File: src/rtl/prf_pkg.sv
package prf_pkg;
  localparam int unsigned RATE_W = 4;
  localparam int unsigned STAT_W = 8;

  // Divider bit whose rising edge defines the rate for a non-zero code.
  function automatic int unsigned tap_index(input logic [RATE_W-1:0] code);
    if (code < 4'd3) return int'(code) + 5;
    else             return int'(code) - 2;
  endfunction
endpackage

File: src/rtl/prf_divider.sv
module prf_divider
  import prf_pkg::*;
#(
  parameter int STAGES = 15
) (
  input  logic              clk,
  input  logic              rst,
  input  logic              tick_i,
  input  logic [2:0]        div_ctl_i,
  input  logic [RATE_W-1:0] rate_i,
  input  logic              sqwe_i,
  output logic              sqw_o,
  output logic              per_ev_o,
  output logic              sec_o
);
  localparam int IDX_W = $clog2(STAGES + 1);

  logic [STAGES-1:0] cnt_q;
  logic [IDX_W-1:0]  idx_w;
  logic              run_w, hold_w, tap_w, tap_q, top_q;

  assign run_w  = (div_ctl_i == 3'b010);
  assign hold_w = (div_ctl_i[2:1] == 2'b11);
  assign idx_w  = IDX_W'(tap_index(rate_i));
  assign tap_w  = (rate_i != '0) && cnt_q[idx_w];

  // The chain keeps its count through reset; only the control code moves it.
  always_ff @(posedge clk) begin
    if (hold_w)               cnt_q <= '0;
    else if (run_w && tick_i) cnt_q <= cnt_q + 1'b1;
  end

  always_ff @(posedge clk) begin
    tap_q <= tap_w;
    top_q <= cnt_q[STAGES-1];
    if (rst) begin
      sqw_o <= 1'b0;
      sec_o <= 1'b0;
    end else begin
      sqw_o <= sqwe_i & tap_w;
      sec_o <= cnt_q[STAGES-1] & ~top_q;
    end
  end

  assign per_ev_o = tap_w & ~tap_q;

  p_hold_zero_r5: assert property (@(posedge clk) disable iff (rst)
    hold_w |=> (cnt_q == '0));
  p_stop_freeze_r5: assert property (@(posedge clk) disable iff (rst)
    (!run_w && !hold_w) |=> $stable(cnt_q));
  p_sqw_low_r4: assert property (@(posedge clk) disable iff (rst)
    !sqwe_i |=> !sqw_o);
  p_sec_single_r6: assert property (@(posedge clk) disable iff (rst)
    sec_o |=> !sec_o);
endmodule

File: src/rtl/prf_flags.sv
module prf_flags
  import prf_pkg::*;
#(
  parameter int NSRC = 3
) (
  input  logic              clk,
  input  logic              rst,
  input  logic              ctl_wr_i,
  input  logic [NSRC:0]     ctl_i,
  input  logic [NSRC-1:0]   ev_i,
  input  logic              rd_i,
  output logic              sqwe_o,
  output logic [STAT_W-1:0] stat_o,
  output logic              irq_n_o
);
  localparam int ZW = STAT_W - 1 - NSRC;

  logic [NSRC-1:0] en_q, en_d, flg_q, flg_d, pend_q, pend_d;
  logic            irqf_q, rd_q;

  always_comb begin
    en_d = ctl_wr_i ? ctl_i[NSRC:1] : en_q;
    if (rd_i) begin
      flg_d  = flg_q;
      pend_d = pend_q | ev_i;
    end else begin
      flg_d  = rd_q ? (pend_q | ev_i) : (flg_q | ev_i);
      pend_d = '0;
    end
  end

  always_ff @(posedge clk) begin
    if (rst) begin
      en_q    <= '0;
      sqwe_o  <= 1'b0;
      flg_q   <= '0;
      pend_q  <= '0;
      irqf_q  <= 1'b0;
      rd_q    <= 1'b0;
    end else begin
      en_q    <= en_d;
      if (ctl_wr_i) sqwe_o <= ctl_i[0];
      flg_q   <= flg_d;
      pend_q  <= pend_d;
      irqf_q  <= |(flg_d & en_d);
      rd_q    <= rd_i;
    end
  end

  assign stat_o  = {irqf_q, flg_q, {ZW{1'b0}}};
  assign irq_n_o = ~irqf_q;

  p_irq_needs_enable_r8: assert property (@(posedge clk) disable iff (rst)
    !irq_n_o |-> ((flg_q & en_q) != '0));
  p_read_freeze_r10: assert property (@(posedge clk) disable iff (rst)
    rd_i |=> $stable(flg_q));
  p_event_held_r11: assert property (@(posedge clk) disable iff (rst)
    (rd_i && ev_i[1]) |=> pend_q[1]);
  p_periodic_set_r3: assert property (@(posedge clk) disable iff (rst)
    (ev_i[NSRC-1] && !rd_i) |=> flg_q[NSRC-1]);
endmodule

File: src/rtl/prf_unit.sv
module prf_unit
  import prf_pkg::*;
#(
  parameter int STAGES = 15
) (
  input  logic              clk,
  input  logic              rst,
  input  logic              tick_i,
  input  logic [2:0]        div_ctl_i,
  input  logic [RATE_W-1:0] rate_i,
  input  logic              ctl_wr_i,
  input  logic [3:0]        ctl_i,
  input  logic              alarm_ev_i,
  input  logic              upd_ev_i,
  input  logic              stat_rd_i,
  output logic [STAT_W-1:0] stat_o,
  output logic              irq_n_o,
  output logic              sqw_o,
  output logic              sec_o
);
  logic sqwe_w, per_ev_w;

  prf_divider #(.STAGES(STAGES)) u_div (
    .clk(clk), .rst(rst), .tick_i(tick_i), .div_ctl_i(div_ctl_i),
    .rate_i(rate_i), .sqwe_i(sqwe_w), .sqw_o(sqw_o),
    .per_ev_o(per_ev_w), .sec_o(sec_o)
  );

  prf_flags #(.NSRC(3)) u_flags (
    .clk(clk), .rst(rst), .ctl_wr_i(ctl_wr_i), .ctl_i(ctl_i),
    .ev_i({per_ev_w, alarm_ev_i, upd_ev_i}), .rd_i(stat_rd_i),
    .sqwe_o(sqwe_w), .stat_o(stat_o), .irq_n_o(irq_n_o)
  );
endmodule

File: config.mk
export PLATFORM = sky130hd
export DESIGN_NAME = prf_unit
export DESIGN_NICKNAME = d
export VERILOG_FILES = /design/src/rtl/prf_pkg.sv /design/src/rtl/prf_divider.sv /design/src/rtl/prf_flags.sv /design/src/rtl/prf_unit.sv
export SDC_FILE = /design/constraint.sdc
export NUM_CORES = 1
export LEC_CHECK = 0
export ABC_AREA = 1
export BUFFER_PORTS_ARGS = -buffer_cell sky130_fd_sc_hd__buf_4
export CORE_ASPECT_RATIO = 1.75
export CORE_MARGIN = 10
export CORE_UTILIZATION = 35
export CTS_BUF_LIST = sky130_fd_sc_hd__clkbuf_4 sky130_fd_sc_hd__clkbuf_8 sky130_fd_sc_hd__clkbuf_16
export CTS_CLUSTER_DIAMETER = 50
export DETAILED_ROUTE_END_ITERATION = 7
export HOLD_SLACK_MARGIN = 0.1
export SYNTH_ARGS = -nofsm -noshare
export SYNTH_HDL_FRONTEND = slang
export SYNTH_SLANG_ARGS = --single-unit
File: constraint.sdc
create_clock -name clk -period 2.1 [get_ports clk]
set_input_delay 0.105 -clock clk [delete_from_list [all_inputs] [get_ports clk]]
set_output_delay 0.105 -clock clk [all_outputs]
set_load 0.005 [all_outputs]
* Word-level counts from Yosys, hierarchy flattened
Cells that the tools add are included.
** Cells by class
- Bitwise gates (word level) :: 10
- Mux-type cells :: 6
- Reduce and logical (&&, ||, !) cells :: 5
- Add/sub/neg operators :: 3
- Magnitude comparators :: 2
- Equality and inequality tests :: 2
** Operator list (count)
- 15-bit by 1-bit adder with 15-bit output, second input constant :: 1
- 3-bit two-way mux :: 3
- 3-bit bitwise OR :: 2
- 4-bit by 5-bit < comparator with 1-bit output, second input constant :: 1
- 4-bit by 3-bit adder with 4-bit output, second input constant :: 1
- 1-bit binary-select mux with 4-bit select :: 1
- 4-bit by 2-bit < comparator with 1-bit output, second input constant :: 1
- 4-bit two-way mux :: 1
- 1-bit inverter :: 4
- 4-bit nonzero test :: 1
- 4-bit by 2-bit subtractor with 4-bit output, second input constant :: 1
- 1-bit AND :: 3
- 3-bit AND :: 1
- 3-bit by 2-bit == test with 1-bit output, second input constant :: 1
- 3-bit OR reduction :: 1
- 2-bit == test, second input constant :: 1
- 1-bit logical AND :: 2
- 2-bit OR reduction :: 1
- 1-bit two-way mux :: 1
** Storage, ports and cells
- Register bits after elaboration :: 31
- Logic and storage cells :: 39
- Bits of input ports :: 18
- Output and inout bits :: 11

* Depth between registers and ports, before layout
- Depth in word-level cells :: 11
- Depth in mapped cells :: 13
- Mapped depth without buffers :: 13

* Modules after synthesis
From an unflattened synthesis, not the netlist that was laid out.
** Second synthesis, totals
- Cells, all modules :: 244
- Area, all modules :: 1712.9 um^2
** Modules (own cells, without submodules)
- prf_divider :: sequential area each 380.4 um^2, area an instance 1204.9 um^2, times used 1, cells an instance 173
- prf_flags :: sequential area each 240.2 um^2, area an instance 508.0 um^2, times used 1, cells an instance 71

* Worst setup path before layout
OpenSTA, ideal clock, no wires.
- Kind :: register to register
- Start point :: register u_div.cnt_q[2]
- End point :: register u_div.cnt_q[11]
- Data required time :: 1978 ps
- Cell stages (with the launch flop) :: 9
- Arrival time :: 1321 ps
- Setup time :: 122 ps
- Period minus slack after synthesis :: 1442 ps
- Slack :: 658 ps
- Path buffers :: 0
- Cell sequence :: dfxtp_1 > nand3_2 > nor3_4 > nand3_2 > nor3_2 > nand3_2 > nor2_2 > nand2_1 > nor3b_2
** On the way
- Longest elaborated chain between the ends :: 1
** RTL lines
- start, declared :: line prf_divider.sv:18 : logic [STAGES-1:0] cnt_q;
- start signal, assigned :: line prf_divider.sv:30 : else if (run_w && tick_i) cnt_q <= cnt_q + 1'b1;
- 15-bit by 1-bit adder with 15-bit output :: line prf_divider.sv:30
Every way passes these cells.
A chain may end at the register's enable or synchronous reset.

* Worst setup path in the final report
Ends and elaborated chain as after synthesis.

==> flow_summary.yaml <==
floorplan:
  fp.dieH_um: 111
  die_w_um: 72.2
  rows: 33
  ios: 29
  die-area_sq_mm: 0.00804
  core_area_sq_mm: 0.00467
  start_util_pct: 35.8
detailed_routing:
  wirelength_um: 3960
  post-route-drc-count: 0
  via_per_inst: 4.85
  ant_nets: 0
  drtIter0Drc: 31
  dr.pass1.iters: 4
  via_count: 1527
  drt-wirelength-per-cell_um: 12.6
finish:
  fin_cells: 315
  multi_input_area_sq_um: 903
  fillers: 491
  antenna_cells: 0
  final_area_sq_mm: 0.00202
  regArea_sq_um: 621
  layout-drive-gt1-share_pct: 22.4
  syn_to_final_growth_pct: 21.0
  final_nets: 285
worst_setup_path:
  cp_max_fo: 5
  cp-start-kind: "flop"
  crit_arrival_ns: 1.75
  worstSetupPathType: "flop to flop"
  required_ns: 2.26
  end_kind: "flop"
power_and_ir_drop:
  ir_worst_vdd_v: 0.000416
  p_per_area_mw_per_mm2: 637
  p_leak_nw: 0.884
  total_power_mw: 1.29
global_routing:
  antenna_found_initial: 0
  first_global_vias: 1557
  track_usage_pct: 10.1
  grt_overflow: 0
  grt_max_degree: 12
  grt_pass1_wl_um: 6720
yosys:
  synthCells: 229
  netlist_area_sq_mm: 0.00167
  synth_ff_type: "dfxtp_1"
  synthSimpleGateAreaFrac_pct: 39.6
  synth-edff-count: 0
  netlist-cell-type-count: 34
  synth_xor_area_share_pct: 1.05
  yosysSeqAreaShare_pct: 37.2
  synthAdderAreaFrac_pct: 3.75
  yosysWarnings: 0
  synthMuxAreaShare_pct: 1.95
  synth_top_family_by_area: "simple AND/OR/NAND/NOR gates"
  synth-compound-area-share_pct: 6.89
  async_flop_share_pct: 0
  synth_area_per_cell_sq_um: 7.29
  postSynthRegisterBits: 31
run:
  cap_violations: 0
timing:
  hold_slack_ns: 0.109
  rsz0062_at_grt: "false"
  finClkSkew_ns: 0.00552
  setup_tns_ns: 0
  post-route-min-period_ns: 1.59
  setup_viol: 0
  slew_violations: 0
  finalCritPeriodShare_pct: 75.6
  fmax_mhz: 630
  hold_viol_final: 0
clocking:
  post-cts-setup-buffers: 0
  cts_buffer_depth: 2
  cts.sinks: 31
  cts_made_buffers: 5
  cts-root-buf: "clkbuf_8"
  ctsHtreeMaxLevel: 2
  insertion_delay_ns: 0.28
  tritoncts: "done"
  clk_pin_slew_ns: 0.06
min_path:
  min_path_type: "primary input to flop"
place:
  dp_hpwl_um: 3180
  globalplace.congestion: 0.906
  dpl.cell_count: 303
  dpl_cell_area_sq_mm: 0.00189
  io_buffer_count: 24
run_status:
  status: "completed"
[worst paths after layout]
kind              cells after the start           start         endpoint  slack [ns]
hold / removal                        3        ctl_i[3]  u_flags.en_q[2]        0.11
setup reg to reg                      8  u_div.cnt_q[2]  u_div.cnt_q[11]        0.51
setup / recovery                      8  u_div.cnt_q[2]  u_div.cnt_q[11]        0.51
hold reg to reg                       1     u_div.top_q      u_div.sec_o        0.39
[cells in the final DEF (no fill, tap or decap), types with 2 or more instances in the layout]
cell / Yosys / final
o21ai_1: 2 / 2
nor2_4: 2 / 2
conb_1: 1 / 4
mux2_2: 2 / 2
nor2_1: 29 / 29
ha_1: 5 / 5
nand3_1: 26 / 26
nand2_1: 44 / 44
nor3b_1: 3 / 3
a211oi_1: 2 / 2
xor2_1: 2 / 2
inv_1: 27 / 27
nand4_1: 2 / 2
o21ai_0: 3 / 3
nand2_2: 4 / 4
nor3_1: 6 / 6
a21oi_1: 9 / 9
buf_4: 5 / 25
nor3_2: 2 / 2
dlygate4sd3_1: 0 / 4
dfxtp_1: 31 / 31
nand3_2: 7 / 7
clkbuf_8: 0 / 5
clkbuf_4: 0 / 2
inv_2: 3 / 3
[layer usage]
| metal | global-route usage, % | up-vias | wire length, um |
|---|---|---|---|
| met5 | 0 | - | 0 |
| met4 | 4.80 | 0 | 98 |
| met3 | 3.20 | 10 | 192 |
| met2 | 19.6 | 30 | 2190 |
| met1 | 8.71 | 690 | 1480 |
| li1 | - | 797 | - |
[critical path, cell delays in order, from the launching register on]
cell and delay (ns):
dfxtp_1 0.42, nand3_2 0.12, nor3_4 0.25, nand3_2 0.11, nor3_2 0.17, nand3_2 0.10
nor2_2 0.10, nand2_1 0.05, nor3b_2 0.14
[metrics by stage]
stage / setup slack [ns] / utilization [%]
after floorplan: 0.658 / -
after detailed placement: 0.436 / 40.6
after global placement: 0.428 / 40.6
after global routing: 0.367 / 43.3
final: 0.512 / 43.3
after CTS: 0.509 / 43.3
[report_power, final]
group          leakage [nW]  total [mW]  internal [mW]  switching, mW
registers             0.253       0.628          0.614         0.0140
logic                 0.582       0.191         0.0871          0.104
clock network        0.0491       0.469          0.258          0.211
total                 0.884        1.29          0.959          0.329
[cells in the mapped netlist, types with 3 or more instances]
library cell | number | area share (%)
dfxtp_1 | 31 | 37
nor3b_1 | 3 | 1.3
inv_1 | 27 | 6.1
nand2_1 | 44 | 9.9
nand3_1 | 26 | 7.8
inv_2 | 3 | 0.67
nand2_2 | 4 | 1.5
nor2_1 | 29 | 6.5
nand3_2 | 7 | 4.2
ha_1 | 5 | 3.7
o21ai_0 | 3 | 0.90
nor3_1 | 6 | 1.8
a21oi_1 | 9 | 2.7
buf_4 | 5 | 2.2
[cell type report]
cell class | instances | share of cell area (%)
multi-input combinational | 164 | 44.7
sequential | 31 | 30.7
timing repair buffer | 29 | 11.3
inverter | 31 | 5.75
clock buffer | 7 | 4.15
tap | 52 | 3.22
clock inverter | 1 | 0.248
[sequential cells by signal, summed over array words and instances (netlist names)]
| signal | cells |
|---|---|
| u_div.tap_q | 1 |
| u_flags.rd_q | 1 |
| u_div.cnt_q | 15 |
| u_flags.sqwe_o | 1 |
| u_div.top_q | 1 |
| u_flags.flg_q | 3 |
| u_flags.en_q | 3 |
| u_div.sqw_o | 1 |
| u_flags.pend_q | 3 |
| u_div.sec_o | 1 |
| u_flags.irqf_q | 1 |
[timing repair]
| item | 4_1_cts | 5_1_grt |
|---|---|---|
| hold buffers | 4 | 0 |
| endpoints found under the hold margin | 9 | 0 |
| resized for setup | 0 | 0 |
[cells by family after synthesis]
family / count (synthesis)
AO/OA/AOI/OAI: 20
XOR/XNOR: 2
adder cells (fa/ha/maj): 5
buffers and inverters: 37
flip-flops: 31
multiplexers: 3
other: 1
AND/OR/NAND/NOR: 130
Power figures use the tool's default switching activity.
